`config.mk`:
```
export PLATFORM = sky130hd
export DESIGN_NAME = prod_round_unit
export DESIGN_NICKNAME = d
export VERILOG_FILES = /design/src/rtl/prod_round_pkg.sv /design/src/rtl/prod_part_regs.sv /design/src/rtl/prod_combine.sv /design/src/rtl/prod_rounder.sv /design/src/rtl/prod_round_unit.sv
export SDC_FILE = /design/constraint.sdc
export NUM_CORES = 1
export LEC_CHECK = 0
export ABC_CLOCK_PERIOD_IN_PS = 3550
export BUFFER_PORTS_ARGS = -buffer_cell sky130_fd_sc_hd__buf_4
export CORE_ASPECT_RATIO = 1.2
export CORE_UTILIZATION = 41
export CTS_CLUSTER_SIZE = 30
export DETAILED_ROUTE_END_ITERATION = 10
export GPL_TIMING_DRIVEN = 0
export HOLD_SLACK_MARGIN = 0.12
export PLACE_DENSITY = 0.83
export SYNTH_ARGS = -nofsm -noshare
export SYNTH_HDL_FRONTEND = slang
export SYNTH_SLANG_ARGS = --single-unit
```
`constraint.sdc`:
```
create_clock -name clk -period 3.55 [get_ports clk]
set_input_delay 0.1775 -clock clk [delete_from_list [all_inputs] [get_ports clk]]
set_output_delay 0.1775 -clock clk [all_outputs]
set_load 0.01 [all_outputs]
```
`src/rtl/prod_round_pkg.sv`:
```
package prod_round_pkg;

    localparam int NUM_PARTS = 4;

    // Position of each part in the register; wr_en bits and parts_q words follow it.
    typedef enum logic [1:0] {
        PART_LOW  = 2'd0,
        PART_MID  = 2'd1,
        PART_MID2 = 2'd2,
        PART_HIGH = 2'd3
    } part_e;

endpackage

```
`src/rtl/prod_part_regs.sv`:
```
module prod_part_regs
    import prod_round_pkg::*;
#(
    parameter  int WORD_W  = 16,
    parameter  int HI_W    = 8,
    localparam int ACC_W   = 2*WORD_W + HI_W,
    localparam int PARTS_W = NUM_PARTS*WORD_W
) (
    input  logic                 clk,
    input  logic                 rst_n,
    input  logic [NUM_PARTS-1:0] wr_en,
    input  logic [WORD_W-1:0]    wr_data,
    input  logic                 load_en,
    input  logic [ACC_W-1:0]     load_val,
    output logic [PARTS_W-1:0]   parts_q
);

    logic [WORD_W-1:0] load_word [NUM_PARTS];

    // Split of a full value into the four parts.
    always_comb begin
        load_word[int'(PART_LOW)]  = load_val[WORD_W-1:0];
        load_word[int'(PART_MID)]  = load_val[2*WORD_W-1:WORD_W];
        load_word[int'(PART_MID2)] = '0;
        load_word[int'(PART_HIGH)] = WORD_W'(load_val[ACC_W-1:2*WORD_W]);
    end

    for (genvar g = 0; g < NUM_PARTS; g++) begin : g_part
        logic [WORD_W-1:0] word_q;

        // A full load wins over a word write in the same cycle.
        always_ff @(posedge clk or negedge rst_n) begin
            if (!rst_n) begin
                word_q <= '0;
            end else if (load_en) begin
                word_q <= load_word[g];
            end else if (wr_en[g]) begin
                word_q <= wr_data;
            end
        end

        assign parts_q[g*WORD_W +: WORD_W] = word_q;
    end

endmodule

```
`src/rtl/prod_combine.sv`:
```
module prod_combine #(
    parameter  int WORD_W = 16,
    parameter  int HI_W   = 8,
    localparam int ACC_W  = 2*WORD_W + HI_W
) (
    input  logic [WORD_W-1:0] low_w,
    input  logic [WORD_W-1:0] mid_w,
    input  logic [WORD_W-1:0] mid2_w,
    input  logic [HI_W-1:0]   high_b,
    output logic [ACC_W-1:0]  prod_o
);

    logic [WORD_W:0]    mid_sum;
    logic [ACC_W-1:0]   lower_term;
    logic [ACC_W-1:0]   upper_term;

    always_comb begin
        // The middle words are added first; the extra bit carries above them.
        mid_sum    = {1'b0, mid_w} + {1'b0, mid2_w};
        // The shifted sum and the low word do not overlap, so OR is a concatenation.
        lower_term = ACC_W'({mid_sum, low_w});
        // Sign extension of the high byte adds nothing inside ACC_W bits.
        upper_term = {high_b, {(2*WORD_W){1'b0}}};
        prod_o     = upper_term + lower_term;
    end

endmodule

```
`src/rtl/prod_rounder.sv`:
```
module prod_rounder #(
    parameter  int WORD_W = 16,
    parameter  int HI_W   = 8,
    localparam int ACC_W  = 2*WORD_W + HI_W,
    localparam int KEEP_W = ACC_W - WORD_W
) (
    input  logic [ACC_W-1:0] val_i,
    output logic [ACC_W-1:0] rnd_o
);

    logic              half_set;
    logic              below_nz;
    logic              carry_up;
    logic [KEEP_W-1:0] kept;

    // Adding 2^(W-1) or 2^(W-1)-1 carries into bit W when the dropped bits
    // are at least one half, ties going up only when bit W is already 1.
    always_comb begin
        half_set = val_i[WORD_W-1];
        below_nz = |val_i[WORD_W-2:0];
        carry_up = half_set && (val_i[WORD_W] || below_nz);
        kept     = val_i[ACC_W-1:WORD_W] + KEEP_W'(carry_up);
        rnd_o    = {kept, {WORD_W{1'b0}}};
    end

endmodule

```
`src/rtl/prod_round_unit.sv`:
```
module prod_round_unit
    import prod_round_pkg::*;
#(
    parameter  int WORD_W  = 16,
    parameter  int HI_W    = 8,
    localparam int ACC_W   = 2*WORD_W + HI_W,
    localparam int PARTS_W = NUM_PARTS*WORD_W
) (
    input  logic                 clk,
    input  logic                 rst_n,
    input  logic [NUM_PARTS-1:0] wr_en,
    input  logic [WORD_W-1:0]    wr_data,
    input  logic                 load_en,
    input  logic [ACC_W-1:0]     load_val,
    input  logic [ACC_W-1:0]     acc_in,
    output logic [PARTS_W-1:0]   parts_q,
    output logic [ACC_W-1:0]     prod_out,
    output logic [ACC_W-1:0]     prod_rnd,
    output logic [ACC_W-1:0]     acc_rnd
);

    localparam int NUM_RND = 2;

    logic [ACC_W-1:0] rnd_src [NUM_RND];
    logic [ACC_W-1:0] rnd_dst [NUM_RND];

    prod_part_regs #(.WORD_W(WORD_W), .HI_W(HI_W)) u_regs (
        .clk      (clk),
        .rst_n    (rst_n),
        .wr_en    (wr_en),
        .wr_data  (wr_data),
        .load_en  (load_en),
        .load_val (load_val),
        .parts_q  (parts_q)
    );

    prod_combine #(.WORD_W(WORD_W), .HI_W(HI_W)) u_comb (
        .low_w  (parts_q[int'(PART_LOW)*WORD_W  +: WORD_W]),
        .mid_w  (parts_q[int'(PART_MID)*WORD_W  +: WORD_W]),
        .mid2_w (parts_q[int'(PART_MID2)*WORD_W +: WORD_W]),
        .high_b (parts_q[int'(PART_HIGH)*WORD_W +: HI_W]),
        .prod_o (prod_out)
    );

    assign rnd_src[0] = prod_out;
    assign rnd_src[1] = acc_in;

    // One rounder per source; the product and the accumulator share the rule.
    for (genvar r = 0; r < NUM_RND; r++) begin : g_rnd
        prod_rounder #(.WORD_W(WORD_W), .HI_W(HI_W)) u_rnd (
            .val_i (rnd_src[r]),
            .rnd_o (rnd_dst[r])
        );
    end

    assign prod_rnd = rnd_dst[0];
    assign acc_rnd  = rnd_dst[1];

endmodule

```
==> impl_metrics.ini <==
[run_status]
status = complete, but fails checks
violations = negative setup slack

[synthesis]
async_reset_ff_share_pct = 100
ys.flop_type = dfrtp_1
netlist_instances = 595
synth.top_cell.area_share_pct = 30.9
ys_seq_elements = 64
synth-edff-count = 0
synth_area_leaders = dfrtp_1, mux2i_1, buf_4
syn_avg_cell_area_um2 = 8.70
netlist.top_cell.by_area = dfrtp_1
yosysWarnings = 0
ys_seq_area_share_pct = 30.9
synthTopCellsByCount = mux2i_1, nand2_1, dfrtp_1, buf_4, o21ai_0
synth_area_um2 = 5170
ys_types = 54

[cts]
clk_pin_slew_ps = 50
htree_levels = 3
tritoncts = yes
clock-sinks = 64
cts_buffers = 9
clk_path_buf_depth = 2
ctsRootBufferMaster = clkbuf_16
clk_latency_ps = 330

[worst_setup_path]
critPathCaptureType = output pin
startpoint_type = register
worstSetupPathType = register to output pin
cp_max_fo = 4
crit_required_ps = 3370
worstPathArrival_ps = 3870

[timing]
maxSlewHeadroom_pct = 44.5
clock_skew_ps = 0
rsz0062_at_grt = yes
slew_viol_final = 0
fin_crit_sh_pct = 114
hold_viol = 0
setup_viol = 9
worst_slew_pin_slew_ps = 825
layout_setup_ws_ps = -496
clock.fmax_mhz = 247
post-route-min-period_ps = 4050

[job]
drv_cap = 0

[grt]
track_usage_pct = 31.1
grt_overflow = 0
grt_max_degree = 65
first_global_vias = 5883
grt_pass1_wl_mm = 31.5
antenna_found_initial = 0

[place]
port_buffers = 249
place_area_um2 = 7450
place.gp.congestion = 0.864
dp.final_hpwl_mm = 14.7

[routing]
wl_per_cell_um = 19.1
drt-total-wl_mm = 21.4
drt_iter0_markers = 304
drc = 0
routed-via-count = 6001
dr.pass1.iters = 5
ant_nets = 0
vias_per_cell = 5.35

[floorplanning]
row_count = 44
dieArea_um2 = 13100
num_io_pins = 287
fp.dieW_um = 105
initial_utilization_pct = 42.3
die_h_um = 125
core_area_um2 = 12200

[worst_hold_path]
hp-class = primary input to register

[power_and_ir_drop]
total_power_uw = 3190
pwr_density_cell_nw_per_um2 = 362
leakage_uw = 0.00438
vdd_drop_max_uv = 421

[finish]
reg_top3 = u_regs.g_part.word_q: 64 flops
drive_gt1_share_pct = 42.7
fin_area_um2 = 8820
diodes = 0
nets = 1079
area_growth_pct = 70.4
largest_reg_flops = 64
top_register = u_regs.g_part.word_q
[through the flow]
| stage | setup TNS, ps | hold slack [ps] | setup slack, ps | cells | utilization (%) |
|---|---|---|---|---|---|
| after global placement | -1210 | 314 | -390 | 1036 | 60.9 |
| final | -1950 | 147 | -496 | 1121 | 72.1 |
| after detailed placement | -1730 | 320 | -530 | 1036 | 60.9 |
| after floorplan | 0 | -118 | 23.0 | 626 | - |
| after CTS | -2190 | 139 | -613 | 1110 | 69.7 |
| after global routing | -3200 | 148 | -633 | 1121 | 72.1 |
[cells in the final DEF (no fill, tap or decap), drive strengths merged, types with 4 or more instances in the layout]
cell type	n
nor3	11
a21o	8
and3	10
nand3	30
o21a	4
conb	32
xor2	18
dlygate4sd3	41
nand2b	4
o21ai	49
ha	20
a21oi	9
mux2i	65
a211oi	5
nand2	65
nor4	11
inv	13
nand4	14
clkbuf	32
dfrtp	64
nor2	44
xnor2	41
buf	331
[kinds of logic after synthesis]
kind of cell | after synthesis | share of synthesized area [%]
compound gates | 94 | 11.7
flops | 64 | 30.9
buf+inv | 85 | 9.72
simple gates | 204 | 19.3
fa+ha+maj | 21 | 5.22
other cells | 1 | 0.0725
mux | 67 | 13.0
xor+xnor | 59 | 9.99
[critical path: stages (launching register included)]
cell and delay, ps:
dfrtp_1 370, ha_2 210, inv_2 40, fa_2 330, nand2b_4 150, a21bo_4 220, a21oi_4 150, nor2_2 50
o21a_1 180, o21bai_1 130, a21o_1 240, ha_4 210, ha_4 180, nand3_2 90, xor2_2 190, nor2_4 140
nand3_2 120, nor4_4 210, xor2_1 180, buf_4 140
[worst paths after layout]
| path | start | endpoint | slack, ps | depth (start not counted) |
|---|---|---|---|---|
| setup / recovery | u_regs.g_part[2].word_q[0]$_DFFE_PN0P_ | prod_rnd[39] | -500 | 19 |
| hold / removal | wr_data[1] | u_regs.g_part[2].word_q[1]$_DFFE_PN0P_ | 150 | 3 |
| setup reg to reg | u_regs.g_part[0].word_q[12]$_DFFE_PN0P_ | u_regs.g_part[0].word_q[12]$_DFFE_PN0P_ | 2570 | 2 |
| hold reg to reg | u_regs.g_part[3].word_q[10]$_DFFE_PN0P_ | u_regs.g_part[3].word_q[10]$_DFFE_PN0P_ | 540 | 2 |
| max in group asynchronous | rst_n | u_regs.g_part[1].word_q[3]$_DFFE_PN0P_ | 2500 | 2 |
| min in group asynchronous | rst_n | u_regs.g_part[3].word_q[10]$_DFFE_PN0P_ | 470 | 2 |
[layout make-up]
type / count / area (um^2)
Fill cell: 847 / 3400
Clock buffer: 14 / 284
Multi-Input combinational cell: 477 / 3670
Buffer: 70 / 450
Tap cell: 161 / 201
Sequential cell: 64 / 1600
Inverter: 13 / 48.8
Timing Repair Buffer: 320 / 2520
Clock inverter: 2 / 35.0
[power breakdown]
part           leakage [uW]  internal (uW)  switching [uW]
sequential         0.000799            788            89.3
combinational       0.00342            698             677
clock              0.000159            619             318
[routing by layer]
layer | GRT usage, % | share of wire, % | up-vias
li1 | - | - | 2746
met1 | 29.7 | 33 | 2850
met2 | 59.1 | 54 | 328
met3 | 7.35 | 7.6 | 77
met4 | 19.5 | 5.4 | 0
met5 | 0 | 0 | -
[what timing repair did]
| item | CTS | global route |
|---|---|---|
| hold buffers | 41 | 0 |
| endpoints found under the hold margin | 104 | 0 |
| resized for setup | 36 | 40 |
| cloned | 0 | 0 |
| pin swaps | 22 | 21 |
| endpoints found under the setup margin | 17 | 15 |
| buffers inserted | 19 | 11 |
Power figures use the tool's default switching activity.
